[src/rtl/sdx_pkg.sv]
`timescale 1ns/1ps
package sdx_pkg;
    typedef enum logic [1:0] {
        ST_IDLE  = 2'd0,
        ST_FILL  = 2'd1,
        ST_HOST  = 2'd2,
        ST_DRAIN = 2'd3
    } seq_st_e;

    localparam logic [1:0] A_SHAPE = 2'd0;
    localparam logic [1:0] A_MODE  = 2'd1;
    localparam logic [1:0] A_FLAGS = 2'd2;
    localparam logic [1:0] A_PORT  = 2'd3;

    // bit positions in the status word
    localparam int B_TC   = 1;
    localparam int B_WRDY = 4;
    localparam int B_RRDY = 5;

    // positions in the internal flag vector
    localparam int F_TC   = 0;
    localparam int F_WRDY = 1;
    localparam int F_RRDY = 2;
    localparam int NFLAG  = 3;
endpackage

[src/rtl/sdx_buf.sv]
`timescale 1ns/1ps
module sdx_buf #(
    parameter  int WORDS  = 16,
    localparam int WIDX_W = $clog2(WORDS),
    localparam int BIDX_W = WIDX_W + 2
) (
    input  logic              clk,
    input  logic              byte_we,
    input  logic [BIDX_W-1:0] byte_idx,
    input  logic [7:0]        byte_in,
    input  logic              word_we,
    input  logic [WIDX_W-1:0] word_idx,
    input  logic [31:0]       word_in,
    input  logic [WIDX_W-1:0] rd_idx,
    output logic [31:0]       rd_word
);
    logic [31:0] all_w [WORDS];

    for (genvar g = 0; g < WORDS; g++) begin : g_cell
        logic [31:0] cell_q;
        always_ff @(posedge clk) begin
            if (byte_we && (byte_idx[BIDX_W-1:2] == WIDX_W'(g))) begin
                cell_q[8*byte_idx[1:0] +: 8] <= byte_in;
            end else if (word_we && (word_idx == WIDX_W'(g))) begin
                cell_q <= word_in;
            end
        end
        assign all_w[g] = cell_q;
    end

    assign rd_word = all_w[rd_idx];
endmodule

[src/rtl/sdx_flags.sv]
`timescale 1ns/1ps
module sdx_flags #(
    parameter int N = 3
) (
    input  logic         clk,
    input  logic         rst,
    input  logic [N-1:0] set_i,
    input  logic [N-1:0] clr_i,
    output logic [N-1:0] flag_o
);
    logic [N-1:0] flag_d, flag_q;

    // a hardware set overrides a software clear in the same cycle
    always_comb begin
        flag_d = (flag_q & ~clr_i) | set_i;
    end

    always_ff @(posedge clk) begin
        if (rst) flag_q <= '0;
        else     flag_q <= flag_d;
    end

    assign flag_o = flag_q;
endmodule

[src/rtl/sd_blkxfer_seq.sv]
`timescale 1ns/1ps
module sd_blkxfer_seq
    import sdx_pkg::*;
#(
    parameter int BUF_WORDS = 16
) (
    input  logic        clk,
    input  logic        rst,
    input  logic        reg_wr,
    input  logic        reg_rd,
    input  logic [1:0]  reg_addr,
    input  logic [31:0] reg_wdata,
    output logic [31:0] reg_rdata,
    output logic        rd_ready_o,
    output logic        wr_ready_o,
    output logic        xfer_done_o,
    output logic        card_wr_vld,
    output logic [7:0]  card_wr_byte
);
    localparam int WIDX_W = $clog2(BUF_WORDS);
    localparam int BIDX_W = WIDX_W + 2;
    localparam int LEN_W  = BIDX_W + 1;
    localparam int CNT_W  = 16;

    typedef struct packed {
        seq_st_e           st;
        logic [31:0]       shape;
        logic [2:0]        mode;
        logic [BIDX_W-1:0] bidx;
        logic [WIDX_W-1:0] wptr;
        logic [CNT_W-1:0]  left;
        logic              unb;
        logic [7:0]        pat;
        logic [31:0]       last;
    } seq_t;

    seq_t d, q;

    logic [LEN_W-1:0]  len, words;
    logic              byte_end, word_end, final_blk;
    logic              host_rd, host_wr, fill_we, port_we;
    logic [NFLAG-1:0]  set_v, clr_v, flags;
    logic [31:0]       buf_word, flag_word;
    logic [WIDX_W-1:0] buf_ridx;
    logic              unused_shape_bits;

    assign unused_shape_bits = ^q.shape[15:LEN_W];

    always_comb begin
        d         = q;
        set_v     = '0;
        fill_we   = 1'b0;
        port_we   = 1'b0;
        len       = q.shape[LEN_W-1:0];
        words     = len >> 2;
        byte_end  = (LEN_W'(q.bidx) == len - LEN_W'(1));
        word_end  = (LEN_W'(q.wptr) == words - LEN_W'(1));
        final_blk = !q.unb && (q.left == CNT_W'(1));
        host_rd   = reg_rd && (reg_addr == A_PORT) && (q.st == ST_HOST) && q.mode[0];
        host_wr   = reg_wr && (reg_addr == A_PORT) && (q.st == ST_HOST) && !q.mode[0];

        unique case (q.st)
            ST_IDLE: begin
                if (reg_wr && (reg_addr == A_SHAPE)) d.shape = reg_wdata;
                if (reg_wr && (reg_addr == A_MODE)) begin
                    d.mode = reg_wdata[2:0];
                    if (reg_wdata[3]) begin
                        if (reg_wdata[1] && reg_wdata[2] && (q.shape[31:16] == '0)) begin
                            set_v[F_TC] = 1'b1;
                        end else begin
                            d.unb  = reg_wdata[1] & ~reg_wdata[2];
                            d.left = reg_wdata[1] ? q.shape[31:16] : CNT_W'(1);
                            d.bidx = '0;
                            d.wptr = '0;
                            d.pat  = '0;
                            if (reg_wdata[0]) begin
                                d.st = ST_FILL;
                            end else begin
                                d.st = ST_HOST;
                                set_v[F_WRDY] = 1'b1;
                            end
                        end
                    end
                end
            end
            ST_FILL: begin
                fill_we = 1'b1;
                d.pat   = q.pat + 8'd1;
                d.bidx  = q.bidx + BIDX_W'(1);
                if (byte_end) begin
                    d.bidx = '0;
                    d.wptr = '0;
                    d.st   = ST_HOST;
                    set_v[F_RRDY] = 1'b1;
                end
            end
            ST_HOST: begin
                if (host_rd || host_wr) begin
                    port_we = host_wr;
                    if (host_rd) d.last = buf_word;
                    d.wptr = q.wptr + WIDX_W'(1);
                    if (word_end) begin
                        d.wptr = '0;
                        if (host_wr) begin
                            d.st   = ST_DRAIN;
                            d.bidx = '0;
                        end else begin
                            if (!q.unb) d.left = q.left - CNT_W'(1);
                            if (final_blk) begin
                                d.st = ST_IDLE;
                                set_v[F_TC] = 1'b1;
                            end else begin
                                d.st   = ST_FILL;
                                d.bidx = '0;
                            end
                        end
                    end
                end
            end
            ST_DRAIN: begin
                d.bidx = q.bidx + BIDX_W'(1);
                if (byte_end) begin
                    d.bidx = '0;
                    if (!q.unb) d.left = q.left - CNT_W'(1);
                    if (final_blk) begin
                        d.st = ST_IDLE;
                        set_v[F_TC] = 1'b1;
                    end else begin
                        d.st = ST_HOST;
                        set_v[F_WRDY] = 1'b1;
                    end
                end
            end
            default: d.st = ST_IDLE;
        endcase
    end

    always_ff @(posedge clk) begin
        if (rst) q <= '0;
        else     q <= d;
    end

    assign clr_v = (reg_wr && (reg_addr == A_FLAGS))
                 ? {reg_wdata[B_RRDY], reg_wdata[B_WRDY], reg_wdata[B_TC]} : '0;

    sdx_flags #(.N(NFLAG)) i_flags (
        .clk    (clk),
        .rst    (rst),
        .set_i  (set_v),
        .clr_i  (clr_v),
        .flag_o (flags)
    );

    assign buf_ridx = (q.st == ST_DRAIN) ? q.bidx[BIDX_W-1:2] : q.wptr;

    sdx_buf #(.WORDS(BUF_WORDS)) i_buf (
        .clk      (clk),
        .byte_we  (fill_we),
        .byte_idx (q.bidx),
        .byte_in  (q.pat),
        .word_we  (port_we),
        .word_idx (q.wptr),
        .word_in  (reg_wdata),
        .rd_idx   (buf_ridx),
        .rd_word  (buf_word)
    );

    always_comb begin
        flag_word         = '0;
        flag_word[B_TC]   = flags[F_TC];
        flag_word[B_WRDY] = flags[F_WRDY];
        flag_word[B_RRDY] = flags[F_RRDY];
        unique case (reg_addr)
            A_SHAPE: reg_rdata = q.shape;
            A_MODE:  reg_rdata = {29'b0, q.mode};
            A_FLAGS: reg_rdata = flag_word;
            default: reg_rdata = host_rd ? buf_word : q.last;
        endcase
    end

    assign rd_ready_o   = flags[F_RRDY];
    assign wr_ready_o   = flags[F_WRDY];
    assign xfer_done_o  = flags[F_TC];
    assign card_wr_vld  = (q.st == ST_DRAIN);
    assign card_wr_byte = buf_word[8*q.bidx[1:0] +: 8];
endmodule

[config.mk]
export PLATFORM = sky130hd
export DESIGN_NAME = sd_blkxfer_seq
export DESIGN_NICKNAME = d
export VERILOG_FILES = /design/src/rtl/sdx_pkg.sv /design/src/rtl/sdx_buf.sv /design/src/rtl/sdx_flags.sv /design/src/rtl/sd_blkxfer_seq.sv
export SDC_FILE = /design/constraint.sdc
export NUM_CORES = 1
export LEC_CHECK = 0
export ABC_AREA = 1
export ABC_CLOCK_PERIOD_IN_PS = 6800
export BUFFER_PORTS_ARGS = -buffer_cell sky130_fd_sc_hd__buf_2
export CAP_MARGIN = 25
export CORE_ASPECT_RATIO = 0.5
export CORE_MARGIN = 4
export CORE_UTILIZATION = 54
export DETAILED_ROUTE_END_ITERATION = 10
export GPL_TIMING_DRIVEN = 0
export MAX_ROUTING_LAYER = met4
export PLACE_DENSITY = 0.69
export RECOVER_POWER = 50
export SLEW_MARGIN = 20
export SYNTH_ARGS = -nofsm -noshare
export SYNTH_HDL_FRONTEND = slang
export SYNTH_HIERARCHICAL = 1
export SYNTH_SLANG_ARGS = --single-unit
[constraint.sdc]
create_clock -name clk -period 6.8 [get_ports clk]
set_clock_uncertainty 0.15 [all_clocks]
set_input_delay 1.7 -clock clk [delete_from_list [all_inputs] [get_ports clk]]
set_output_delay 1.7 -clock clk [all_outputs]
set_load 0.01 [all_outputs]
==> flow_summary.json <==
{
  "period_share_pct": 100,
  "wl_met2_um": 53300,
  "htree_num_levels": 2,
  "viasPerCell": 5.99,
  "die_area_um2": 68200,
  "synthesis.area_um2": 34500,
  "die_w_um": 365,
  "ant_nets": 0,
  "grt_max_degree": 16,
  "clk_pin_slew_ns": 0.07,
  "syn_to_final_growth_pct": 9.13,
  "final.setup.tns_ns": -0.00907,
  "power_w": 0.0106,
  "synth_nets": 4480,
  "multiInputGateArea_um2": 13100,
  "yosys.cell_types.count": 45,
  "gp_congestion": 1.06,
  "clock-root-buffer": "clkbuf_16",
  "clockBufferDepth": 3,
  "cts_tree": "built",
  "synth_xor_area_share_pct": 0.558,
  "cts_buffers": 57,
  "design.core.area_um2": 63100,
  "clkLatencyLatePin_ns": 0.65,
  "cap_violations": 5,
  "routed.top_layer": "met4",
  "ir_drop_mv": 0.274,
  "maxSlewHeadroom_pct": -11.0,
  "num-nets-final": 4647,
  "synth_edf_count": 512,
  "met1_length_um": 53000,
  "antenna_found_initial": 1,
  "worstSetupEndpointType": "output port",
  "initial_core_util_pct": 54.7,
  "drc": 0,
  "seq_area_um2": 17500,
  "synth_warnings": 6,
  "synth_compound_area_share_pct": 10.9,
  "grt_pass1_vias": 30000,
  "fin_crit_ns": 6.81,
  "die_y_um": 187,
  "drive_gt1_share_pct": 7.50,
  "layout_commonest_cell": "nand2_1",
  "synth_top_family_by_area": "simple AND/OR/NAND/NOR gates",
  "finalHoldViolCount": 0,
  "syn-instance-count": 4424,
  "drt_first_iter_violations": 5682,
  "p_leak_nw": 15.2,
  "synthAdderAreaFrac_pct": 0.653,
  "wl_met3_um": 25100,
  "dpl_worst_slack_ns": 0.322,
  "status": "finished, violations left",
  "fin_util_pct": 59.7,
  "avgSynthCellArea_um2": 7.80,
  "worstSetupPathType": "reg -> out",
  "grt_overflow": 0,
  "async_flop_share_pct": 0,
  "powerDensity_nw_per_um2": 282,
  "cts_hold_buf": 0,
  "ys_seq_area_share_pct": 50.8,
  "routed_wl_um": 135000,
  "timing.final.ws_setup_ns": -0.00907,
  "cp.required_ns": 4.95,
  "gr-usage-all-layers_pct": 39.8,
  "worstHoldPathType": "reg -> reg",
  "synth_mux_area_share_pct": 0.928,
  "ys.flop_type": "edfxtp_1",
  "fillers": 5789,
  "place.port_buffers": 81,
  "tightest_slew_ns": 1.65,
  "rsz0062_at_grt": "false",
  "post_cts_buffers": 0,
  "hpwlAfterDp_um": 104000,
  "numClockSinks": 619,
  "max_freq_mhz": 147,
  "vias": 32800,
  "diodes": 0,
  "finalSetupViolCount": 1,
  "worstPathArrival_ns": 4.96,
  "path_max_fanout": 10,
  "ys_ff_latch": 619,
  "layout_common_cells": "1407 x nand2_1, 578 x o21ai_0, 553 x inv_1, 512 x edfxtp_1, 441 x nand3_1",
  "violations": "capacitance limit, slew limit, setup timing",
  "synth-simple-area-share_pct": 25.7,
  "row_count": 65,
  "num_io_pins": 82,
  "wl_per_cell_um": 24.7,
  "grt_pass1_wl_um": 194000,
  "finalMaxSlewViolations": 32,
  "start_kind": "flop",
  "drtPass1Iterations": 8
}
[cell type report]
type | count | share of cell area (%)
Tap cell | 837 | 2.78
Timing Repair Buffer | 108 | 1.59
Multi-Input combinational cell | 2922 | 34.8
Clock inverter | 29 | 0.708
Clock buffer | 77 | 4.21
Buffer | 315 | 3.69
Inverter | 568 | 5.66
Sequential cell | 619 | 46.5
[where the power goes]
part / total [W] / leakage [nW] / switching [W] / internal [W]
sequential: 0.00429 / 5.47 / 0.0000946 / 0.00419
clock: 0.00333 / 0.898 / 0.00154 / 0.00179
combinational: 0.00300 / 8.87 / 0.00228 / 0.000721
total: 0.0106 / 15.2 / 0.00392 / 0.00670
[per-stage QoR]
| step | hold slack [ns] | instance area, um^2 | instances |
|---|---|---|---|
| after global placement | 0.303 | 36000 | 5342 |
| after CTS | 0.317 | 38000 | 5475 |
| after floorplan | 0.280 | 34500 | 4424 |
| after detailed placement | 0.306 | 36200 | 5369 |
| after global routing | 0.349 | 37700 | 5475 |
| final | 0.323 | 37700 | 5475 |
[routing by layer]
layer  vias to the layer above  global-route usage [%]
li1                      14700                       -
met1                     15400                    56.0
met2                      2447                    53.1
met3                       288                    16.4
met4                         0                    9.96
met5                         -                       -
[registers in the layout (all words and copies together) (netlist names)]
name,count
i_flags/flag_o,3
q,97
i_buf/g_cell.cell_q,512
len,7
[worst max-delay path, stage by stage, from the launching register on]
cell	delay [ns]
dfxtp_1	0.72
inv_1	0.22
o21ai_0	0.64
clkbuf_2	0.49
buf_1	0.56
nand3_1	0.18
nand3_1	0.35
nand2_1	0.26
o21ai_0	0.48
o22ai_1	0.22
buf_2	0.20
[Yosys cell counts (15+ instances only)]
master,n,area share [%]
nor2_1,196,2.1
nor3_1,15,0.22
nand2_1,1401,15
ha_1,18,0.65
nand3_1,438,6.4
edfxtp_1,512,45
o21ai_1,118,1.7
a21oi_1,42,0.61
buf_2,131,1.9
clkbuf_1,123,1.3
buf_4,24,0.52
dfxtp_1,107,6.2
mux2i_1,32,0.93
buf_1,34,0.37
xor2_1,17,0.43
inv_1,542,5.9
o21ai_0,535,7.8
nor3_4,16,0.75
o22ai_1,26,0.47
inv_2,25,0.27
[logic make-up (layout without fill, tap and decap cells)]
| family | count (synthesis) | after routing |
|---|---|---|
| simple gates | 2114 | 2114 |
| flops | 619 | 619 |
| fa+ha+maj | 18 | 18 |
| xor+xnor | 22 | 22 |
| mux | 32 | 32 |
| buf+inv | 883 | 1097 |
| compound gates | 736 | 736 |
[timing repair]
action / in CTS / in global routing
setup endpoints to repair: 40 / 40
gates resized for setup: 13 / 21
endpoints found under the hold margin: 0 / 0
[worst paths after layout]
check / end / from / cells after the start / slack (ns)
min: q[81] / q[81] / 2 / 0.32
min reg2reg: q[81] / q[81] / 2 / 0.32
max: card_wr_byte[3] / q[59] / 10 / -0.009
max reg2reg: q[20] / q[59] / 9 / 2.51
No activity file was read; power rests on OpenSTA's default activity.
